[config.mk]
export PLATFORM = sky130hd
export DESIGN_NAME = ep_txn_seq
export DESIGN_NICKNAME = d
export VERILOG_FILES = /design/src/rtl/ep_seq_pkg.sv /design/src/rtl/ep_seq_toggle.sv /design/src/rtl/ep_seq_wait_timer.sv /design/src/rtl/ep_seq_out_judge.sv /design/src/rtl/ep_txn_seq.sv
export SDC_FILE = /design/constraint.sdc
export NUM_CORES = 1
export LEC_CHECK = 0
export CAP_MARGIN = 20
export CORE_MARGIN = 3
export CORE_UTILIZATION = 35
export CTS_CLUSTER_DIAMETER = 50
export CTS_CLUSTER_SIZE = 10
export DETAILED_ROUTE_END_ITERATION = 10
export PLACE_DENSITY_LB_ADDON = 0.05
export SYNTH_ARGS = -nofsm -noshare
export SYNTH_HDL_FRONTEND = slang
export SYNTH_HIERARCHICAL = 1
export SYNTH_SLANG_ARGS = --single-unit
[constraint.sdc]
create_clock -name clk -period 1.89 [get_ports clk]
set_input_delay 0.567 -clock clk [delete_from_list [all_inputs] [get_ports clk]]
set_output_delay 0.567 -clock clk [all_outputs]
set_load 0.02 [all_outputs]
[src/rtl/ep_seq_pkg.sv]
package ep_seq_pkg;

   typedef enum logic [3:0] {
      PID_OUT   = 4'h1,
      PID_IN    = 4'h9,
      PID_SETUP = 4'hD,
      PID_DATA0 = 4'h3,
      PID_DATA1 = 4'hB,
      PID_ACK   = 4'h2,
      PID_NAK   = 4'hA,
      PID_STALL = 4'hE
   } pid_e;

   typedef enum logic [1:0] {
      ST_IDLE,
      ST_RX_DATA,
      ST_HS_WAIT
   } seq_state_e;

   typedef struct packed {
      logic       send;
      logic [3:0] pid;
      logic       commit;
      logic       discard;
      logic       flip;
      logic       set_one;
   } verdict_t;

   function automatic logic [3:0] data_pid_of(input logic tog);
      return tog ? PID_DATA1 : PID_DATA0;
   endfunction

endpackage

[src/rtl/ep_seq_toggle.sv]
module ep_seq_toggle (
   input  logic clk,
   input  logic rst_n,
   input  logic force_one,
   input  logic flip,
   output logic tog
);

   always_ff @(posedge clk) begin
      if (!rst_n)         tog <= 1'b0;
      else if (force_one) tog <= 1'b1;
      else if (flip)      tog <= ~tog;
   end

   // forcing takes priority and always lands on DATA1
   assert_force_one_R10: assert property (@(posedge clk) disable iff (!rst_n)
      force_one |=> tog);

   // a plain flip inverts the bit
   assert_flip_inverts_R2: assert property (@(posedge clk) disable iff (!rst_n)
      (flip && !force_one) |=> (tog != $past(tog)));

   // no request, no change
   assert_hold_R4: assert property (@(posedge clk) disable iff (!rst_n)
      (!flip && !force_one) |=> $stable(tog));

endmodule

[src/rtl/ep_seq_wait_timer.sv]
module ep_seq_wait_timer #(
   parameter int LIMIT = 16
) (
   input  logic clk,
   input  logic rst_n,
   input  logic run,
   input  logic clear,
   output logic expired
);

   localparam int CW = $clog2(LIMIT + 1);
   localparam logic [CW-1:0] LAST = CW'(LIMIT - 1);

   if (LIMIT < 2) begin : g_bad_limit
      $error("ep_seq_wait_timer: LIMIT must be at least 2");
   end

   logic [CW-1:0] cnt;

   always_ff @(posedge clk) begin
      if (!rst_n)               cnt <= '0;
      else if (!run || clear)   cnt <= '0;
      else if (cnt != LAST)     cnt <= cnt + 1'b1;
   end

   assign expired = run && !clear && (cnt == LAST);

   // while waiting the count advances by one each cycle until expiry
   assert_timer_step_R8: assert property (@(posedge clk) disable iff (!rst_n)
      (run && !clear && !expired) |=> (!run || clear || cnt == CW'($past(cnt) + 1'b1)));

endmodule

[src/rtl/ep_seq_out_judge.sv]
module ep_seq_out_judge
   import ep_seq_pkg::*;
(
   input  logic       is_setup,
   input  logic       is_iso,
   input  logic       halted,
   input  logic       ready,
   input  logic       crc_ok,
   input  logic [3:0] rx_pid,
   input  logic       exp_tog,
   output verdict_t   v
);

   always_comb begin
      v     = '0;
      v.pid = PID_ACK;
      if (is_setup) begin
         if (crc_ok) begin
            v.send    = 1'b1;
            v.commit  = 1'b1;
            v.set_one = 1'b1;
         end else begin
            v.discard = 1'b1;
         end
      end else if (is_iso) begin
         if (crc_ok && ready) v.commit  = 1'b1;
         else                 v.discard = 1'b1;
      end else if (!crc_ok) begin
         v.discard = 1'b1;
      end else if (halted) begin
         v.send    = 1'b1;
         v.pid     = PID_STALL;
         v.discard = 1'b1;
      end else if (!ready) begin
         v.send    = 1'b1;
         v.pid     = PID_NAK;
         v.discard = 1'b1;
      end else if (rx_pid != data_pid_of(exp_tog)) begin
         v.send    = 1'b1;
         v.discard = 1'b1;
      end else begin
         v.send    = 1'b1;
         v.commit  = 1'b1;
         v.flip    = 1'b1;
      end
   end

endmodule

[src/rtl/ep_txn_seq.sv]
module ep_txn_seq
   import ep_seq_pkg::*;
#(
   parameter int HS_TIMEOUT = 16,
   parameter bit ISO_EN     = 1'b1
) (
   input  logic       clk,
   input  logic       rst_n,
   input  logic       tok_valid,
   input  logic [3:0] tok_pid,
   input  logic       ctl_status,
   input  logic       rx_data_valid,
   input  logic [3:0] rx_data_pid,
   input  logic       rx_data_ok,
   input  logic       rx_hs_valid,
   input  logic [3:0] rx_hs_pid,
   input  logic       ep_ready,
   input  logic       ep_halted,
   input  logic       ep_iso,
   output logic       tx_req,
   output logic [3:0] tx_pid,
   output logic       buf_commit,
   output logic       buf_discard,
   output logic       data_toggle
);

   localparam int PID_W = 4;

   logic iso_eff;
   if (ISO_EN) begin : g_iso
      assign iso_eff = ep_iso;
   end else begin : g_no_iso
      logic unused_iso;
      assign unused_iso = ep_iso;
      assign iso_eff    = 1'b0;
   end

   seq_state_e state, nxt;
   logic       setup_q, nxt_setup;
   logic       s_send, s_commit, s_discard;
   logic [PID_W-1:0] s_pid;
   logic       t_flip, t_force;
   logic       tog, tog_eff, expired;
   verdict_t   verdict;

   ep_seq_toggle u_toggle (
      .clk       (clk),
      .rst_n     (rst_n),
      .force_one (t_force),
      .flip      (t_flip),
      .tog       (tog)
   );

   ep_seq_wait_timer #(.LIMIT(HS_TIMEOUT)) u_timer (
      .clk     (clk),
      .rst_n   (rst_n),
      .run     (state != ST_IDLE),
      .clear   (tok_valid),
      .expired (expired)
   );

   ep_seq_out_judge u_judge (
      .is_setup (setup_q),
      .is_iso   (iso_eff),
      .halted   (ep_halted),
      .ready    (ep_ready),
      .crc_ok   (rx_data_ok),
      .rx_pid   (rx_data_pid),
      .exp_tog  (tog),
      .v        (verdict)
   );

   assign tog_eff = tog | (tok_valid & ctl_status);

   always_comb begin
      nxt       = state;
      nxt_setup = setup_q;
      s_send    = 1'b0;
      s_pid     = PID_ACK;
      s_commit  = 1'b0;
      s_discard = 1'b0;
      t_flip    = 1'b0;
      t_force   = tok_valid & ctl_status;
      if (tok_valid) begin
         nxt = ST_IDLE;
         if (tok_pid == PID_IN) begin
            if (iso_eff) begin
               s_send   = 1'b1;
               s_pid    = PID_DATA0;
               s_commit = ep_ready;
            end else if (ep_halted) begin
               s_send = 1'b1;
               s_pid  = PID_STALL;
            end else if (!ep_ready) begin
               s_send = 1'b1;
               s_pid  = PID_NAK;
            end else begin
               s_send = 1'b1;
               s_pid  = data_pid_of(tog_eff);
               nxt    = ST_HS_WAIT;
            end
         end else if (tok_pid == PID_OUT) begin
            nxt       = ST_RX_DATA;
            nxt_setup = 1'b0;
         end else if (tok_pid == PID_SETUP) begin
            nxt       = ST_RX_DATA;
            nxt_setup = 1'b1;
         end
      end else begin
         case (state)
            ST_RX_DATA: begin
               if (rx_data_valid) begin
                  s_send    = verdict.send;
                  s_pid     = verdict.pid;
                  s_commit  = verdict.commit;
                  s_discard = verdict.discard;
                  t_flip    = verdict.flip;
                  t_force   = verdict.set_one;
                  nxt       = ST_IDLE;
               end else if (expired) begin
                  nxt = ST_IDLE;
               end
            end
            ST_HS_WAIT: begin
               if (rx_hs_valid) begin
                  if (rx_hs_pid == PID_ACK) begin
                     t_flip   = 1'b1;
                     s_commit = 1'b1;
                  end
                  nxt = ST_IDLE;
               end else if (expired) begin
                  nxt = ST_IDLE;
               end
            end
            default: ;
         endcase
      end
   end

   always_ff @(posedge clk) begin
      if (!rst_n) begin
         state       <= ST_IDLE;
         setup_q     <= 1'b0;
         tx_req      <= 1'b0;
         tx_pid      <= PID_ACK;
         buf_commit  <= 1'b0;
         buf_discard <= 1'b0;
      end else begin
         state       <= nxt;
         setup_q     <= nxt_setup;
         tx_req      <= s_send;
         tx_pid      <= s_pid;
         buf_commit  <= s_commit;
         buf_discard <= s_discard;
      end
   end

   assign data_toggle = tog;

   // the two buffer strobes never coincide
   assert_strobe_excl_R2: assert property (@(posedge clk) disable iff (!rst_n)
      !(buf_commit && buf_discard));

   // a clean SETUP is always acknowledged and leaves DATA1 behind
   assert_setup_acked_R6: assert property (@(posedge clk) disable iff (!rst_n)
      (state == ST_RX_DATA && setup_q && rx_data_valid && rx_data_ok && !tok_valid)
      |=> (tx_req && tx_pid == PID_ACK && data_toggle));

   // IN on an idle-buffer, non-halted bulk endpoint draws NAK
   assert_in_nak_R7: assert property (@(posedge clk) disable iff (!rst_n)
      (tok_valid && tok_pid == PID_IN && !iso_eff && !ep_halted && !ep_ready)
      |=> (tx_req && tx_pid == PID_NAK));

   // isochronous decisions only ever transmit DATA0, never a handshake
   assert_iso_no_hs_R9: assert property (@(posedge clk) disable iff (!rst_n)
      (tx_req && $past(iso_eff) && !$past(setup_q)) |-> (tx_pid == PID_DATA0));

endmodule

* Word level (Yosys, flattened, before mapping) *
Cells that the tools add are included.
Widths: inputs -> output; s select.

storage, ports and cells
  register bits after elaboration = 16
  input bits = 22
  output and inout port bits = 8
  word-level logic and storage cells = 102

cells by class
  $add $sub $neg = 1
  equal/unequal tests = 9
  muxes and demuxes = 64
  bitwise operators = 7
  reductions and logical operators = 13

operators with widths
  operator             count
  $mux 4               12
  $mux 1               37
  $mux 2               10
  $eq 4x4->1 const B   2
  $mux 6               1
  $reduce_bool 2->1    3
  $add 5x1->5 const B  1
  $eq 5x4->1 const B   1
  $mux 5               1
  $ne 5x4->1 const B   1
  $not 1->1            5
  $eq 4x1->1 const B   1
  $eq 4x2->1 const B   1
  $ne 4x4->1           1
  $pmux 1 s2           2
  $pmux 2 s2           1
  $reduce_or 4->1      1
  $logic_and 1x1->1    3
  $reduce_and 3->1     1
  $reduce_bool 3->1    1
  $eq 2x1->1 const B   1
  $eq 2x2->1 const B   1
  $logic_not 1->1      2
  $reduce_or 2->1      1
  3 further kinds      3

* Logic depth before layout (Yosys ltp) *
Gate-level depths: netlist (run 1).

  word-level depth = 13
  mapped depth = 7
  depth with buffers taken out = 7

* Modules after synthesis *
Netlist (run 1), hierarchy kept.

by module, submodules not included
  module             times used  cells each  area an instance (µm²)  sequential area each (µm²)
  ep_txn_seq         1           57          531.8                   200.2
  ep_seq_wait_timer  1           25          259.0                   100.1
  ep_seq_out_judge   1           19          133.9                   0.0
  ep_seq_toggle      1           3           36.3                    20.0

* Worst setup path after synthesis (run 1) *
Ideal clock, no wire load.

  kind = input -> register
  start = input port ep_halted
  end = register u_toggle.tog
  setup time = 0.115 ns
  arrival = 1.696 ns
  setup slack = 0.080 ns
  stages on the path = 7
  path buffers = 0
  cell sequence = nand4bb_1 nor4b_1 and3_1 a21oi_1 nor3b_1 xor2_1 o21a_1

RTL lines
  element                 RTL line             source
  start: declaration      ep_txn_seq.sv:18     input logic ep_halted,
  end signal: assignment  ep_seq_toggle.sv:12  else if (flip) tog <= ~tog;
  end: declaration        ep_seq_toggle.sv:6   output logic tog

* Worst setup path in the final report (run 1) *
  start = register buf_commit
  end = output port buf_commit

RTL lines
  element                   RTL line           source
  start: declaration        ep_txn_seq.sv:22   output logic buf_commit,
  start signal: assignment  ep_txn_seq.sv:153  buf_commit <= s_commit;

No word-level cell between the ends.

==> results of run 1 <==
## cells in the final DEF (no fill, tap or decap), drive strengths merged, types with 3 or more instances in the layout
master,count
dfxtp,16
inv,8
xor2,5
clkbuf,4
ha,5
nand4b,3
clkdlybuf4s50,21
nor2,8
and2,5
buf,19
nor4b,3
nand2,8
nor2b,4
dlygate4sd2,7
## registers in the layout, summed over array words and instances, names as in the netlist
signal and cells:
state 2, tx_req 1, u_toggle/tog 1, buf_commit 1, u_timer/cnt 5, setup_q 1, buf_discard 1, tx_pid 4
## final cells by class
cell class / count / area, um2 / area share [%]
clock buffer: 4 / 36.3 / 2.45
tap: 30 / 37.5 / 2.53
multi-input combinational: 76 / 631 / 42.6
sequential: 16 / 320 / 21.6
inverter: 8 / 30.0 / 2.03
timing repair buffer: 48 / 427 / 28.8
## per-stage QoR
stage | std cells | power, mW | area, um2
2_1_floorplan | 104 | 0.394 | 961
3_3_place_gp | 177 | 0.484 | 1390
3_5_place_dp | 177 | 0.485 | 1390
4_1_cts | 182 | 0.717 | 1470
5_1_grt | 182 | 0.750 | 1480
6_report | 182 | 0.712 | 1480
## cell families after synthesis
family / count (synthesis) / synth area share [%]
AND/OR/NAND/NOR: 45 / 32.7
AO/OA/AOI/OAI: 17 / 13.9
flip-flops: 16 / 33.3
buffers and inverters: 12 / 6.25
XOR/XNOR: 6 / 5.47
adder cells (fa/ha/maj): 5 / 6.51
other: 2 / 0.782
multiplexers: 1 / 1.04
## cell usage after synthesis, types with 2 or more instances
| cell | count |
|---|---|
| dfxtp_1 | 16 |
| nor2_1 | 8 |
| inv_1 | 8 |
| buf_4 | 2 |
| nand3b_1 | 2 |
| a21boi_0 | 2 |
| a21oi_1 | 2 |
| nor4b_1 | 2 |
| and3_1 | 2 |
| o21ai_1 | 2 |
| and2_1 | 4 |
| conb_1 | 2 |
| xor2_1 | 5 |
| a22o_1 | 2 |
| nand2_1 | 8 |
| nor3b_1 | 2 |
| ha_1 | 5 |
| nor2b_1 | 3 |
## routing by layer
metal	up-vias	wire length [um]
met5	-	0
met4	0	21
met3	2	120
met2	28	1070
met1	414	993
li1	458	-
## repair_timing
item,in CTS,in global routing
endpoints found under the hold margin,0,0
pin swaps,7,2
resized for setup,13,2
setup endpoints to repair,2,1
buffers inserted,1,0
## worst paths after layout
kind	start	endpoint	depth (start not counted)
max	buf_commit	buf_commit	1
min	u_timer/cnt[4]	u_timer/cnt[4]	2
max reg2reg	u_timer/cnt[0]	state[1]	6
min reg2reg	u_timer/cnt[4]	u_timer/cnt[4]	2
## power breakdown
group	total, mW	internal (mW)	switching, mW
Combinational	0.134	0.0827	0.0517
Sequential	0.346	0.341	0.00457
Clock	0.232	0.117	0.115
==> results.cfg, run 1 <==
[setup_path]
cp.arrival_ps = 1230
cp_num_buf_inv = 1
cpPeakStageDelay_ps = 610
critPathRequiredTime_ps = 1320
cp-end-kind = output pin
crit_chain = clkdlybuf4s50_1
path_class = reg -> out
crit_family = buffers and inverters
slowest_stage = clkdlybuf4s50_1
worstPathMaxFanout = 1
reg2reg_slack_ps = 130
crit_path_start_kind = register

[timing]
fin_crit_ps = 1790
worst_clock_skew_ps = 6.40
period_share_pct = 94.9
fmax_mhz = 557
finalSetupViolations = 0
rsz0062_at_grt = no
slew_violations = 0
fin_hold_ws_ps = 496
finalHoldViolations = 0
finalSetupTns_ps = 0
setup_ws_ps = 96.2

[global_route]
met1_usage_pct = 18.0
grt_usage_pct = 14.3
grt_pass1_vias = 894
use_met2_pct = 23.9
overflow = 0
grt_pass1_wl_um = 3770
grt_max_degree = 10
antenna_found_initial = 0
use_met3_pct = 2.63
top_usage_layer = met2

[status]
status = complete, no violations

[floorplan]
die_height_um = 58.4
die_area_um2 = 3410
core.rowCount = 18
core_um2 = 2540
chipWidth_um = 58.4
initial_core_util_pct = 37.8
ios = 30

[detailed_routing]
via_count = 902
wl_um = 2210
drtPass1Iterations = 4
route.detailed.drc = 0
wire_per_inst_um = 12.1
antenna_left = 0
viasPerCell = 4.96
drt_iter0_drc = 15

[yosys]
synthTopCellsByArea = dfxtp_1 (33%), ha_1 (6.5%), xor2_1 (4.6%), inv_1 (3.1%), nand2_1 (3.1%)
syn_nets = 131
avgSynthCellArea_um2 = 9.24
synth.top_cell.area_share_pct = 33.3
syn_area_um2 = 961
synth_edf_count = 0
ys_types = 45
ys_warn_count = 6
synth_top_area_cell = dfxtp_1
async_flop_share_pct = 0
synthFlopType = dfxtp_1
synth-seq-cells = 16
ys_seq_area_share_pct = 33.3
synth_cells = 104

[power_and_ir_drop]
p_per_area_nw_per_um2 = 481
power_leakage_nw = 0.675
ir_worst_vdd_v = 0.000339

[clock_tree]
numCtsBuffers = 3
cts-root-buf = clkbuf_4
hold_buffers = 0
clockBufferDepth = 2
cts.htree.levels = 1
clkSinkCount = 16
path_clk_slew_ps = 100
clk_latency_ps = 290
cts_tree = yes

[place]
dp_hpwl_um = 1860
pre_cts_slack_ps = -539
portBuffers = 29
gp_congestion = 0.776

[finish]
drive_above_1_share_pct = 24.3
diodes = 0
fin_nets = 180
fillers = 240
fin_util_pct = 58.2
area_growth_pct = 54.2

[hold_path]
hp-class = reg -> reg

[flow_run]
drv_cap = 0
(Power assumes the default switching activity.)
==> run 2, diff against run 1 <==
CTS_BUF_LIST = sky130_fd_sc_hd__clkbuf_4 sky130_fd_sc_hd__clkbuf_8   (was unset)
GPL_TIMING_DRIVEN = 0   (was unset)
RECOVER_POWER = 100   (was unset)
==> results.cfg, run 2 (synthesis results as in run 1) <==
[finish]
post_layout_nonfiller_instances = 168
largest_register = u_timer/cnt
final_common_cell = clkdlybuf4s50_1
area_growth_pct = 45.7
fillers = 257
fin_nets = 166
largest_reg_flops = 5
diodes = 0
drive_above_1_share_pct = 18.8
top_regs = u_timer/cnt: 5 flops, tx_pid: 4 flops, state: 2 flops
layout_common_cells = clkdlybuf4s50_1 (21), dfxtp_1 (15), nand2_1 (8), nor2_1 (8), inv_1 (7)
fin_util_pct = 55.0

[global_route]
grt_usage_pct = 14.9
overflow = 0
antenna_found_initial = 0
grt_pass1_wl_um = 3880
grt_max_degree = 11
grt_pass1_vias = 863

[timing]
setup_ws_ps = 28.5
fmax_mhz = 537
finalSetupViolations = 0
fin_crit_ps = 1860
worst_pin_slew_ps = 493
rsz0062_at_grt = no
period_share_pct = 98.5
worst_clock_skew_ps = 6.43
finalHoldViolations = 0
slew_violations = 0
slew_headroom_pct = 66.7

[setup_path]
crit_family = simple AND/OR/NAND/NOR gates
cp_num_buf_inv = 2
critPathRequiredTime_ps = 2090
path_class = in -> reg
rr_worst_depth = 7
reg2reg_slack_ps = 120
slowest_stage = clkdlybuf4s50_1
crit_chain = clkdlybuf4s50_1 > inv_2 > nor4b_4 > and3_1 > a21oi_2 > nor3b_2 > xor2_1 > o21a_1
cp-end-kind = register
r2r-start = u_timer/cnt[0]
cpPeakStageDelay_ps = 470
worstPathMaxFanout = 2
crit_cells = 8
r2r_end = state[1]
crit_path_start_kind = input port
cp.arrival_ps = 2060

[floorplan]
die_height_um = 58.4
die_area_um2 = 3410
ios = 30
core_um2 = 2540
chipWidth_um = 58.4
core.rowCount = 18
initial_core_util_pct = 37.8

[power_and_ir_drop]
total_power_mw = 0.699
ir_worst_vdd_v = 0.000402
p_per_area_nw_per_um2 = 499
power_leakage_nw = 0.611

[clock_tree]
numCtsBuffers = 3
cts.htree.levels = 1
clkSinkCount = 16
clockBufferDepth = 2
cts-root-buf = clkbuf_4
path_clk_slew_ps = 100
clk_latency_ps = 290
cts_tree = yes
hold_buffers = 0

[detailed_routing]
viasPerCell = 4.99
wire_per_inst_um = 13.3
drtPass1Iterations = 4
via_count = 839
route.detailed.drc = 0
wl_um = 2230
drt_iter0_drc = 11
antenna_left = 0

[hold_path]
hold_depth = 2
hold_path_end = u_timer/cnt[4]
min_from = u_timer/cnt[4]
hp-class = reg -> reg

[place]
dp_cells = 163
gp_congestion = 0.792
dp_hpwl_um = 1710
pre_cts_slack_ps = -805
portBuffers = 29

[flow_run]
drv_cap = 0

[status]
status = complete, no violations
==> run 2: cell count changes in the layout (fill, tap and decap cells not counted), moves of 2 or more <==
cell           before  now
buf_4              19    3
dlygate4sd2_1       7    5
nor4b_2             2    0
nor4b_4             0    2
==> run 2: layout make-up <==
type	count	area (um2)	area share [%]
clock buffer	4	36.3	2.59
buffer	4	30.0	2.14
tap	30	37.5	2.68
timing repair buffer	30	289	20.6
sequential	16	322	23.0
inverter	8	30.0	2.14
multi-input combinational	76	656	46.8
==> run 2: layer usage <==
layer  global-route usage [%]  routed length [um]
met4                     4.97                  22
met1                     17.9                 982
met5                        0                   0
met2                     25.4                1140
met3                     3.95                  83
==> run 2: how the worst max path moves through the flow <==
stage	from	end
6_report	rx_data_pid[1]	u_toggle/tog
5_1_grt	rx_data_pid[1]	u_toggle/tog
4_1_cts	rx_data_pid[3]	u_toggle/tog
3_5_place_dp	ep_iso	u_toggle/tog
3_3_place_gp	ep_iso	u_toggle/tog
2_1_floorplan	ep_halted	u_toggle/tog
==> run 2: report_power, final <==
| part | internal (mW) | switching, mW | leakage, nW | total [mW] |
|---|---|---|---|---|
| Sequential | 0.341 | 0.00558 | 0.130 | 0.347 |
| Combinational | 0.0682 | 0.0507 | 0.460 | 0.119 |
| Clock | 0.117 | 0.116 | 0.0210 | 0.233 |
| Total | 0.527 | 0.172 | 0.611 | 0.699 |
==> run 2: repair_timing <==
action | 4_1_cts | 5_1_grt
gates resized for setup | 15 | 8
pin swaps | 6 | 6
endpoints found under the setup margin | 4 | 5
endpoints found under the hold margin | 0 | 0
buffers inserted | 0 | 1
cloned | 0 | 0
==> run 2: metrics by stage <==
stage	hold WS (ps)	setup TNS, ps	area (um2)
after floorplan	459	0	961
after global placement	470	-2350	1290
after detailed placement	479	-2320	1290
after CTS	502	-42.3	1380
after global routing	555	0	1400
final	494	0	1400
==> run 2: tightest hold or removal path: stages, from the launching register on <==
cell and delay [ps]:
dfxtp_1 330, a21oi_1 60, nor2_1 70
